==> config.mk <==
export PLATFORM = sky130hd
export DESIGN_NAME = sleep_clkgate_ctrl
export DESIGN_NICKNAME = d
export VERILOG_FILES = /design/src/rtl/sleep_ctrl_pkg.sv /design/src/rtl/sleep_rst_sync.sv /design/src/rtl/sleep_wake_filter.sv /design/src/rtl/sleep_restart_timer.sv /design/src/rtl/sleep_seq_fsm.sv /design/src/rtl/sleep_clkgate_ctrl.sv
export SDC_FILE = /design/constraint.sdc
export NUM_CORES = 1
export LEC_CHECK = 0
export BUFFER_PORTS_ARGS = -buffer_cell sky130_fd_sc_hd__buf_2
export CAP_MARGIN = 25
export CORE_MARGIN = 3
export CORE_UTILIZATION = 60
export CTS_CLUSTER_DIAMETER = 60
export CTS_CLUSTER_SIZE = 12
export DETAILED_ROUTE_END_ITERATION = 12
export PLACE_DENSITY_LB_ADDON = 0.12
export RECOVER_POWER = 50
export SLEW_MARGIN = 20
export SYNTH_ARGS = -nofsm -noshare
export SYNTH_HDL_FRONTEND = slang
export SYNTH_SLANG_ARGS = --single-unit
export TNS_END_PERCENT = 10
==> constraint.sdc <==
create_clock -name clk_i -period 3.87 [get_ports clk_i]
set_clock_uncertainty 0.05 [all_clocks]
set_input_delay 0 -clock clk_i [delete_from_list [all_inputs] [get_ports clk_i]]
set_output_delay 0 -clock clk_i [all_outputs]
set_load 0.1 [all_outputs]
==> src/rtl/sleep_ctrl_pkg.sv <==
package sleep_ctrl_pkg;

  localparam int MODE_W = 3;
  localparam int NUM_WAKE = 4;

  typedef enum logic [MODE_W-1:0] {
    MODE_IDLE  = 3'b000,
    MODE_ADCNR = 3'b001,
    MODE_PDOWN = 3'b010,
    MODE_PSAVE = 3'b011,
    MODE_STBY  = 3'b110,
    MODE_XSTBY = 3'b111
  } sleep_mode_e;

  typedef enum logic [1:0] {
    RSTRT_NONE  = 2'd0,
    RSTRT_FIXED = 2'd1,
    RSTRT_PROG  = 2'd2
  } restart_kind_e;

  typedef struct packed {
    logic osc;
    logic atmr;
    logic adc;
    logic io;
    logic mem;
    logic cpu;
  } clk_dom_t;

  // wake bit order: [3] async timer, [2] adc, [1] peripheral, [0] external
  typedef struct packed {
    clk_dom_t             keep;
    logic [NUM_WAKE-1:0]  wake_ok;
    restart_kind_e        rkind;
  } mode_cfg_t;

  localparam clk_dom_t DOM_ALL_ON = '{osc: 1'b1, atmr: 1'b1, adc: 1'b1,
                                      io: 1'b1, mem: 1'b1, cpu: 1'b1};

  function automatic mode_cfg_t decode_mode(logic [MODE_W-1:0] sel);
    mode_cfg_t c;
    c.keep    = '{osc: 1'b1, atmr: 1'b1, adc: 1'b1, io: 1'b1, mem: 1'b1, cpu: 1'b0};
    c.wake_ok = 4'b1111;
    c.rkind   = RSTRT_NONE;
    case (sel)
      MODE_ADCNR: begin
        c.keep    = '{osc: 1'b1, atmr: 1'b1, adc: 1'b1, io: 1'b0, mem: 1'b0, cpu: 1'b0};
        c.wake_ok = 4'b1101;
      end
      MODE_PDOWN: begin
        c.keep    = '0;
        c.wake_ok = 4'b0001;
        c.rkind   = RSTRT_PROG;
      end
      MODE_PSAVE: begin
        c.keep    = '{osc: 1'b0, atmr: 1'b1, adc: 1'b0, io: 1'b0, mem: 1'b0, cpu: 1'b0};
        c.wake_ok = 4'b1001;
        c.rkind   = RSTRT_PROG;
      end
      MODE_STBY: begin
        c.keep    = '{osc: 1'b1, atmr: 1'b0, adc: 1'b0, io: 1'b0, mem: 1'b0, cpu: 1'b0};
        c.wake_ok = 4'b0001;
        c.rkind   = RSTRT_FIXED;
      end
      MODE_XSTBY: begin
        c.keep    = '{osc: 1'b1, atmr: 1'b1, adc: 1'b0, io: 1'b0, mem: 1'b0, cpu: 1'b0};
        c.wake_ok = 4'b1001;
        c.rkind   = RSTRT_FIXED;
      end
      default: ; // idle and reserved codes
    endcase
    return c;
  endfunction

endpackage

==> src/rtl/sleep_rst_sync.sv <==
module sleep_rst_sync #(
  parameter int STAGES = 2
) (
  input  logic clk_i,
  input  logic rst_ni,
  output logic rst_sync_no
);
  logic [STAGES-1:0] sync_q;

  always_ff @(posedge clk_i or negedge rst_ni) begin
    if (!rst_ni) sync_q <= '0;
    else         sync_q <= {sync_q[STAGES-2:0], 1'b1};
  end

  assign rst_sync_no = sync_q[STAGES-1];
endmodule

==> src/rtl/sleep_wake_filter.sv <==
module sleep_wake_filter
  import sleep_ctrl_pkg::*;
(
  input  logic [NUM_WAKE-1:0] wake_src_i,
  input  logic [NUM_WAKE-1:0] wake_ok_i,
  output logic                wake_hit_o
);
  logic [NUM_WAKE-1:0] gated;

  for (genvar g = 0; g < NUM_WAKE; g++) begin : g_src
    assign gated[g] = wake_src_i[g] & wake_ok_i[g];
  end

  assign wake_hit_o = |gated;
endmodule

==> src/rtl/sleep_restart_timer.sv <==
module sleep_restart_timer #(
  parameter int CNT_W     = 16,
  parameter int FIXED_DLY = 6
) (
  input  logic             clk_i,
  input  logic             rst_ni,
  input  logic             load_i,
  input  logic             use_fixed_i,
  input  logic [CNT_W-1:0] prog_cnt_i,
  input  logic             run_i,
  output logic             done_o
);
  localparam logic [CNT_W-1:0] FIXED_LOAD = CNT_W'(FIXED_DLY - 1);

  logic [CNT_W-1:0] cnt_q, cnt_d, load_val;

  always_comb begin
    if (use_fixed_i)              load_val = FIXED_LOAD;
    else if (prog_cnt_i == '0)    load_val = '0;
    else                          load_val = prog_cnt_i - CNT_W'(1);
  end

  always_comb begin
    cnt_d = cnt_q;
    if (load_i)                     cnt_d = load_val;
    else if (run_i && cnt_q != '0)  cnt_d = cnt_q - CNT_W'(1);
  end

  always_ff @(posedge clk_i or negedge rst_ni) begin
    if (!rst_ni) cnt_q <= '0;
    else         cnt_q <= cnt_d;
  end

  assign done_o = (cnt_q == '0);
endmodule

==> src/rtl/sleep_seq_fsm.sv <==
module sleep_seq_fsm
  import sleep_ctrl_pkg::*;
(
  input  logic      clk_i,
  input  logic      rst_ni,
  input  logic      sleep_req_i,
  input  mode_cfg_t req_cfg_i,
  input  logic      wake_hit_i,
  input  logic      tmr_done_i,
  output mode_cfg_t cfg_o,
  output logic      tmr_load_o,
  output logic      tmr_fixed_o,
  output logic      tmr_run_o,
  output clk_dom_t  dom_en_o,
  output logic      awake_o
);
  typedef enum logic [1:0] {ST_AWAKE, ST_ASLEEP, ST_RESTART} st_e;

  st_e       st_q, st_d;
  mode_cfg_t cfg_q, cfg_d;

  always_comb begin
    st_d       = st_q;
    cfg_d      = cfg_q;
    tmr_load_o = 1'b0;
    case (st_q)
      ST_AWAKE: begin
        if (sleep_req_i) begin
          st_d  = ST_ASLEEP;
          cfg_d = req_cfg_i;
        end
      end
      ST_ASLEEP: begin
        if (wake_hit_i) begin
          if (cfg_q.rkind == RSTRT_NONE) begin
            st_d = ST_AWAKE;
          end else begin
            st_d       = ST_RESTART;
            tmr_load_o = 1'b1;
          end
        end
      end
      ST_RESTART: begin
        if (tmr_done_i) st_d = ST_AWAKE;
      end
      default: st_d = ST_AWAKE;
    endcase
  end

  always_ff @(posedge clk_i or negedge rst_ni) begin
    if (!rst_ni) begin
      st_q  <= ST_AWAKE;
      cfg_q <= '{keep: DOM_ALL_ON, wake_ok: '1, rkind: RSTRT_NONE};
    end else begin
      st_q  <= st_d;
      cfg_q <= cfg_d;
    end
  end

  always_comb begin
    dom_en_o = DOM_ALL_ON;
    case (st_q)
      ST_ASLEEP:  dom_en_o = cfg_q.keep;
      ST_RESTART: dom_en_o = '{osc: 1'b1, atmr: cfg_q.keep.atmr, adc: 1'b0,
                               io: 1'b0, mem: 1'b0, cpu: 1'b0};
      default:    dom_en_o = DOM_ALL_ON;
    endcase
  end

  assign cfg_o       = cfg_q;
  assign tmr_fixed_o = (cfg_q.rkind == RSTRT_FIXED);
  assign tmr_run_o   = (st_q == ST_RESTART);
  assign awake_o     = (st_q == ST_AWAKE);
endmodule

==> src/rtl/sleep_clkgate_ctrl.sv <==
module sleep_clkgate_ctrl
  import sleep_ctrl_pkg::*;
#(
  parameter int CNT_W     = 16,
  parameter int FIXED_DLY = 6
) (
  input  logic              clk_i,
  input  logic              rst_ni,
  input  logic              sleep_en_i,
  input  logic [MODE_W-1:0] mode_sel_i,
  input  logic              sleep_strobe_i,
  input  logic [CNT_W-1:0]  startup_cnt_i,
  input  logic              wake_ext_i,
  input  logic              wake_periph_i,
  input  logic              wake_adc_i,
  input  logic              wake_atmr_i,
  output logic              clk_en_cpu_o,
  output logic              clk_en_mem_o,
  output logic              clk_en_io_o,
  output logic              clk_en_adc_o,
  output logic              clk_en_atmr_o,
  output logic              clk_en_osc_o,
  output logic              wake_ready_o
);
  logic      rst_sync_n;
  mode_cfg_t req_cfg, cur_cfg;
  logic      wake_hit, tmr_load, tmr_fixed, tmr_run, tmr_done, awake;
  clk_dom_t  dom_en;

  sleep_rst_sync #(.STAGES(2)) u_rst_sync (
    .clk_i       (clk_i),
    .rst_ni      (rst_ni),
    .rst_sync_no (rst_sync_n)
  );

  assign req_cfg = decode_mode(mode_sel_i);

  sleep_wake_filter u_wake_filter (
    .wake_src_i ({wake_atmr_i, wake_adc_i, wake_periph_i, wake_ext_i}),
    .wake_ok_i  (cur_cfg.wake_ok),
    .wake_hit_o (wake_hit)
  );

  sleep_restart_timer #(.CNT_W(CNT_W), .FIXED_DLY(FIXED_DLY)) u_timer (
    .clk_i       (clk_i),
    .rst_ni      (rst_sync_n),
    .load_i      (tmr_load),
    .use_fixed_i (tmr_fixed),
    .prog_cnt_i  (startup_cnt_i),
    .run_i       (tmr_run),
    .done_o      (tmr_done)
  );

  sleep_seq_fsm u_fsm (
    .clk_i       (clk_i),
    .rst_ni      (rst_sync_n),
    .sleep_req_i (sleep_strobe_i & sleep_en_i),
    .req_cfg_i   (req_cfg),
    .wake_hit_i  (wake_hit),
    .tmr_done_i  (tmr_done),
    .cfg_o       (cur_cfg),
    .tmr_load_o  (tmr_load),
    .tmr_fixed_o (tmr_fixed),
    .tmr_run_o   (tmr_run),
    .dom_en_o    (dom_en),
    .awake_o     (awake)
  );

  assign clk_en_cpu_o  = dom_en.cpu;
  assign clk_en_mem_o  = dom_en.mem;
  assign clk_en_io_o   = dom_en.io;
  assign clk_en_adc_o  = dom_en.adc;
  assign clk_en_atmr_o = dom_en.atmr;
  assign clk_en_osc_o  = dom_en.osc;
  assign wake_ready_o  = awake;
endmodule

==> results by group, run 1 <==
Run status
  • Status: finished clean

Critical path
  • Critical-path top delay cell: dlygate4sd3_1
  • Critical setup path kind: in2reg
  • Crit path cell chain: dlygate4sd3_1, buf_2, nor4_1, nand4_1, nand2_1, nor2_1, o21a_1, o22a_1
  • Largest delay share family, worst path: simple AND/OR/NAND/NOR gates
  • Max stage delay on crit path: 0.55 ns
  • Worst EP required: 4.05 ns
  • Setup crit end kind: flop
  • Critical path buffers and inverters: 2
  • CP max FO: 15
  • Crit path launch type: primary input
  • Arrival time worst endpoint: 2.51 ns

Logic synthesis
  • Fraction of registers with async set or reset after synthesis: 100.0%
  • Xor/xnor share of the synthesized area: 6.958%
  • Flops & latches, synth: 27
  • Count of cell types in the netlist: 53
  • Register area share after synthesis: 36.12%
  • Post-Synth Adder-Cell Area: 3.976%
  • Multiplexer area fraction after synthesis: 0.5302%
  • Number of enable flip-flop cells after synthesis: 0
  • Syn Nets: 258
  • Area of the mapped netlist: 1888 sq um
  • Gate Count Post-Synth: 225
  • Mean post-synth cell area: 8.391 sq um
  • Ys Warns: 0
  • Top FF cell, synth: dfrtp_1
  • Post-Synth Simple-Gate Area: 25.98%
  • Compound-Gate Fraction of Synth Area: 21.87%
  • Main combinational cell family by area after synthesis: simple AND/OR/NAND/NOR gates

Power and ir drop
  • Psw: 938.7 uW
  • Leak: 0.9435 nW
  • Total power draw: 1.630 mW
  • Internal: 691.1 uW
  • Clock power frac: 7.3%
  • Flop pwr share: 28.5%
  • Power per cell area: 743.9 nW/um^2
  • Peak VDD IR: 0.6684 mV
  • Switching Fraction: 57.59%
  • Gate power share: 64.2%

Drt
  • Vias: 1842
  • DRC errors left: 0
  • DRT iter0 DRCs: 150
  • Via-to-Cell Ratio: 6.020
  • ANT nets after route: 0
  • DR WL/cell: 15.31 um
  • WL final: 4684 um
  • Drt first pass iters: 4

Global routing
  • First-pass GRT wire length: 7645 um
  • Gr ovfl total: 0
  • Vias in the first global route: 1706
  • Initial antenna violation count: 0
  • Largest net degree at the start of global routing: 26
  • GRT Total Usage: 26.24%

STA
  • Final worst slack: 1.537 ns
  • Hold_ws: 0.01665 ns
  • Fmax: 428.7 MHz
  • Crit share post-route: 60.27%
  • Worst-Margin Slew: 1.159 ns
  • RSZ-0062 raised after global routing: false
  • Tmin final: 2.333 ns
  • Rel. slew slack: 23.06%
  • Slew Viols, Final: 0
  • Final setup fails: 0
  • Setup TNS: 0 ns
  • Final hold violations: 0

Placement
  • PortBufs: 33
  • Placed cell area: 2061 sq um
  • Post-DP HPWL: 3429 um
  • Placed cells: 291
  • Dpl ws: 1.633 ns
  • GP Congestion: 0.8544

Layout
  • Leading cell type in the layout, fill and taps excluded: buf_2
  • Area Growth Syn to Fin: 16.04%
  • Cell Count, Final, Fillers Out: 306
  • Diode count: 0
  • Core Util, Final: 76.16%
  • Layout cells sized above 1: 18.18%
  • Most frequent cells in the layout: 32 x buf_2, 24 x nor2_1, 22 x nand2_1, 22 x dfrtp_1, 14 x o21ai_0
  • Design area: 2191 sq um
  • Nets: 298

Floorplanning
  • Die Wd: 62.10 um
  • DIE AREA: 3856 sq um
  • FP Rows: 19
  • Die extent in y: 62.10 um
  • Initial Util: 65.64%
  • Core area: 2877 sq um
  • Ports: 34

Job
  • Max Cap Violations: 0

Clocking
  • Clock-pin slew on the worst setup and hold paths: 0.14 ns
  • CTS tree: built
  • Total CTS buffers: 3
  • CTS Sinks: 27
  • Clock Latency Late Sink: 0.32 ns
  • Bufs on Longest Clock Path: 2
  • Number of setup buffers added after CTS: 0
  • Root buf cell: clkbuf_4
  • CTS H-tree lvls: 1

Worst hold path
  • Hold crit path type: in2reg
==> flip-flops by register name, summed over array words and instances (netlist names) <==
signal             flops
u_fsm.cfg_o            7
u_fsm.st_q             2
u_rst_sync.sync_q      2
u_timer.cnt_q         16
==> routing by layer <==
| metal | GRT usage, % | wire length, um | up-vias | share of wire, % |
|---|---|---|---|---|
| met5 | 0 | 0 | - | 0 |
| met4 | 5.758 | 60 | 0 | 1.3 |
| met3 | 3.719 | 228 | 6 | 4.9 |
| met2 | 42.75 | 2277 | 53 | 49 |
| met1 | 36.98 | 2117 | 885 | 45 |
| li1 | - | - | 898 | - |
==> kinds of logic after synthesis <==
family / count (synthesis)
multiplexers: 1
flip-flops: 27
AND/OR/NAND/NOR: 95
adder cells (fa/ha/maj): 6
XOR/XNOR: 15
other: 1
AO/OA/AOI/OAI: 61
buffers and inverters: 19
==> power by group through the flow <==
| stage | registers (mW) | clock network (mW) | logic [mW] |
|---|---|---|---|
| finish | 0.465 | 0.118 | 1.05 |
| global route | 0.480 | 0.135 | 1.12 |
| CTS | 0.467 | 0.124 | 1.03 |
| detailed placement | 0.473 | 0 | 1.02 |
| global placement | 0.469 | 0 | 1.00 |
| floorplan | 0.450 | 0 | 0.874 |
==> cell type report <==
class / instances / area [sq um]
multi-input cells: 179 / 1124
well taps: 42 / 52.55
clock inverters: 1 / 5.005
fillers: 227 / 685.7
clock buffers: 3 / 22.52
inverters: 10 / 37.54
repair buffers: 44 / 267.8
flip-flops and latches: 27 / 681.9
==> repair_timing <==
action                                 4_1_cts  5_1_grt
endpoints found under the hold margin       12        0
gates resized for setup                      0        0
hold buffers                                10        0
==> tightest hold or removal path: cells and delay by family <==
kind | cells | cell delay (ns)
simple gates | 2 | 0.14
buf+inv | 1 | 0.09
compound gates | 1 | 0.13
==> Yosys cell counts (4+ instances only) <==
master	number	area (sq um)
nor2_1	24	90.09
dfrtp_1	22	550.5
nand2_1	22	82.58
o21ai_0	14	70.07
a21oi_1	12	60.06
xor2_1	11	96.34
inv_1	10	37.54
nor3_1	8	40.04
clkbuf_1	7	26.28
nand3_1	7	35.03
o22ai_1	7	43.79
ha_1	6	75.07
nand4_1	6	37.54
nor4_1	6	37.54
o21a_1	6	45.04
dfstp_2	5	131.4
xnor2_1	4	35.03
==> worst paths after layout <==
kind                                                       to  slack, ns  cells past startpoint                            from
worst max-delay path            u_timer.cnt_q[11]$_DFFE_PN0P_       1.54                      8               startup_cnt_i[10]
worst min-delay path                u_fsm.st_q[0]$_DFFE_PN0P_       0.02                      4                      sleep_en_i
worst max register to register   u_timer.cnt_q[7]$_DFFE_PN0P_       1.55                      7       u_fsm.st_q[1]$_DFFE_PN0P_
worst min register to register   u_timer.cnt_q[8]$_DFFE_PN0P_       0.07                      0  u_rst_sync.sync_q[1]$_DFF_PN0_
max in group asynchronous       u_timer.cnt_q[14]$_DFFE_PN0P_       2.52                      1  u_rst_sync.sync_q[1]$_DFF_PN0_
min in group asynchronous        u_timer.cnt_q[8]$_DFFE_PN0P_       0.07                      0  u_rst_sync.sync_q[1]$_DFF_PN0_
No activity file was read; power rests on OpenSTA's default activity.
==> inputs of run 2 (changes only) <==
ABC_AREA = 1   (was not set)
CORE_UTILIZATION = 52   (was 60)
clock period = 2.1 ns   (was 3.87 ns; I/O delays follow)
==> run 2 against run 1 <==
Against the previous run: sequential power rose by 110%; clock-buffer cell count is the same; total power up 130%; area after synthesis is 18% higher; register-to-register slack worse by 1.3 ns; non-clock buffer count is 3 lower; worst setup slack lost 1.3 ns; largest power group unchanged; highest routed layer unchanged.
==> results by group, run 2 <==
STA
  • RSZ-0062 raised after global routing: false
  • Slew Viols, Final: 0 (unchanged)
  • Rel. slew slack: 8.329% (-15 points)
  • Tmin final: 1.891 ns
  • Crit share post-route: 90.06%
  • Final setup fails: 0 (unchanged)
  • Fmax: 528.7 MHz
  • Final hold violations: 0 (unchanged)
  • Hold_ws: 0.02887 ns (+0.01222 ns)
  • Worst-Margin Slew: 1.375 ns (+0.2160 ns)

Logic synthesis
  • Yosys top cell by area: dfrtp_1
  • Fraction of registers with async set or reset after synthesis: 100.0% (unchanged)
  • Ys Warns: 0 (unchanged)
  • Count of cell types in the netlist: 35 (-34%)
  • Number of enable flip-flop cells after synthesis: 0 (unchanged)
  • Area share of the largest cell type after synthesis: 24.65% (-4.5 points)
  • Top FF cell, synth: dfrtp_1
  • Synth cell count leaders: 119 x nand2_1, 53 x nor2_1, 35 x inv_1
  • Most numerous cell in the Yosys netlist: nand2_1
  • Largest cells by area after synthesis: dfrtp_1 25%, nand2_1 20%, nor2_1 8.9%
  • Mean post-synth cell area: 6.381 sq um (-24%)
  • Register area share after synthesis: 30.53% (-5.6 points)
  • Gate Count Post-Synth: 350 (+56%)
  • Syn Nets: 383 (+48%)
  • Area of the mapped netlist: 2233 sq um (+18%)
  • Flops & latches, synth: 27 (unchanged)

Worst hold path
  • Hold Startpoint: startup_cnt_i[3]
  • Hold Path Sink: u_timer.cnt_q[3]$_DFFE_PN0P_
  • Hold Path Cell Cnt: 4 (unchanged)
  • Hold crit path type: in2reg

Layout
  • Area Growth Syn to Fin: 13.61%
  • Max reg flops: 16 (unchanged)
  • Most frequent cells in the layout: 119 x nand2_1, 53 x nor2_1, 35 x inv_1
  • Layout cells sized above 1: 18.51% (+0.33 points)
  • Nets: 423 (+42%)
  • Cell Count, Final, Fillers Out: 439 (+43%)
  • Leading cell type in the layout, fill and taps excluded: nand2_1
  • Biggest register: u_timer.cnt_q
  • Diode count: 0 (unchanged)

Critical path
  • Crit path launch type: flop
  • Setup crit end kind: flop
  • FF-to-FF path depth: 9 (+2)
  • Start point of the critical path: u_fsm.st_q[1]$_DFFE_PN0P_
  • Critical setup path kind: reg2reg
  • R2R setup slack: 0.21 ns (-1.34 ns)
  • Worst EP required: 2.22 ns (-1.83 ns)
  • RR Endpoint: u_timer.cnt_q[15]$_DFFE_PN0P_
  • Arrival time worst endpoint: 2.02 ns (-0.49 ns)
  • CP max FO: 22 (+7)
  • Reg-to-Reg Start: u_fsm.st_q[1]$_DFFE_PN0P_

Run status
  • Status: finished clean

Clocking
  • Total CTS buffers: 3 (unchanged)
  • Clock Latency Late Sink: 0.28 ns (-0.04 ns)
  • Bufs on Longest Clock Path: 2 (unchanged)
  • Clock-pin slew on the worst setup and hold paths: 0.10 ns (-0.04 ns)
  • Number of setup buffers added after CTS: 0 (unchanged)
  • CTS tree: built
  • CTS Sinks: 27 (unchanged)
  • Root buf cell: clkbuf_8
  • CTS H-tree lvls: 1 (unchanged)

Power and ir drop
  • Peak VDD IR: 0.9855 mV (+47%)
  • Leak: 1.310 nW (+39%)
  • Flop pwr share: 25.8% (-2.7 points)
  • Psw: 2.184 mW (+130%)
  • Switching Fraction: 58.63% (+1.0 points)
  • Clock power frac: 8.3% (+1.0 points)
  • Internal: 1.541 mW (+120%)
  • Gate power share: 65.9% (+1.7 points)
  • Power per cell area: 1468 nW/um^2 (+97%)

Drt
  • Vias: 2186 (+19%)
  • WL final: 5159 um (+10%)
  • DRC errors left: 0 (unchanged)
  • ANT nets after route: 0 (unchanged)
  • DR WL/cell: 11.75 um (-23%)
  • DRT iter0 DRCs: 140 (-6.7%)
  • Drt first pass iters: 4 (unchanged)
  • Via-to-Cell Ratio: 4.979 (-17%)

Placement
  • Placed cells: 430 (+48%)
  • GP Congestion: 0.8983 (+5.1%)
  • PortBufs: 33 (unchanged)
  • Post-DP HPWL: 4063 um (+18%)

Floorplanning
  • Die extent in y: 71.54 um (+15%)
  • Ports: 34 (unchanged)
  • Core area: 4058 sq um (+41%)
  • Initial Util: 55.04% (-11 points)
  • FP Rows: 23 (+4)
  • DIE AREA: 5117 sq um (+33%)
  • Die Wd: 71.54 um (+15%)

Global routing
  • Gr ovfl total: 0 (unchanged)
  • Initial antenna violation count: 0 (unchanged)
  • Vias in the first global route: 2094 (+23%)
  • Largest net degree at the start of global routing: 26 (unchanged)
  • GRT Total Usage: 21.96% (-4.3 points)
  • First-pass GRT wire length: 9108 um (+19%)

Job
  • Max Cap Violations: 0 (unchanged)
[run 2: cell count changes after synthesis, sizes merged, moves of 4 or more]
cell,previous run,this run
a21oi,12,6
nor2,24,67
nand2,23,124
o22ai,7,2
nand4,6,2
nor4,6,0
clkbuf,7,0
buf,2,6
inv,10,37
xor2,11,7
nand3,7,34
o21a,6,1
nor3,8,2
[run 2: critical path, cell delays in order (launching register included)]
cell	delay [ns]
dfrtp_1	0.39
inv_1	0.11
ha_1	0.29
inv_2	0.09
a21oi_2	0.14
o21ai_2	0.08
nand2_2	0.32
nand2_1	0.13
nor2_1	0.14
nor2_2	0.04
[run 2: how the worst max path moves through the flow]
| stage | slack [ns] | to | cells past startpoint |
|---|---|---|---|
| after floorplan | -0.06 | clk_en_atmr_o | 4 |
| after global placement | 0.33 | u_timer.cnt_q[10]$_DFFE_PN0P_ | 10 |
| after detailed placement | 0.27 | u_timer.cnt_q[15]$_DFFE_PN0P_ | 9 |
| after CTS | 0.20 | u_timer.cnt_q[15]$_DFFE_PN0P_ | 9 |
| after global routing | 0.02 | u_timer.cnt_q[15]$_DFFE_PN0P_ | 9 |
| final | 0.21 | u_timer.cnt_q[15]$_DFFE_PN0P_ | 9 |
[run 2: power groups by stage]
stage / combinational, mW / sequential, mW / clock [mW]
after floorplan: 2.12 / 0.916 / 0
after global placement: 2.44 / 0.963 / 0
after detailed placement: 2.45 / 0.965 / 0
after CTS: 2.47 / 0.955 / 0.319
after global routing: 2.73 / 0.990 / 0.335
final: 2.46 / 0.961 / 0.308
[run 2: metrics by stage]
stage	setup TNS [ns]	setup slack, ns	total power, mW	instance area, sq um	util, %
final	0	0.2087	3.725	2537	62.53
after global placement	0	0.3332	3.400	2445	60.25
after detailed placement	0	0.2684	3.412	2445	60.25
after floorplan	-0.06634	-0.05645	3.034	2240	-
after global routing	0	0.02255	4.059	2537	62.53
after CTS	0	0.1964	3.742	2544	62.69
[run 2: final cells by class]
type,instances,area (sq um)
fillers,404,1520
clock inverters,1,7.507
clock buffers,3,41.29
inverters,38,142.6
repair buffers,41,234.0
well taps,50,62.56
multi-input cells,279,1368
flip-flops and latches,27,681.9
[run 2: cells by family (layout without fill, tap and decap cells)]
group | after synthesis | count (layout) | synth area share [%]
AO/OA/AOI/OAI | 29 | 29 | 7.900
XOR/XNOR | 10 | 10 | 3.922
adder cells (fa/ha/maj) | 6 | 6 | 3.361
buffers and inverters | 44 | 83 | 8.403
flip-flops | 27 | 27 | 30.53
other | 1 | 1 | 0.1679
AND/OR/NAND/NOR | 233 | 233 | 45.71
[run 2: layer usage]
layer  track usage, %  vias up  share of wire (%)
li1                 -     1170                  -
met4            7.516        0                1.2
met2            35.51       54                 46
met5                0        -                  0
met1            30.84      958                 48
met3            1.964        4                4.6
[run 2: timing repair]
item | CTS | global route
hold endpoints to repair | 7 | 0
hold buffers | 5 | 0
setup endpoints to repair | 0 | 0
resized for setup | 0 | 0
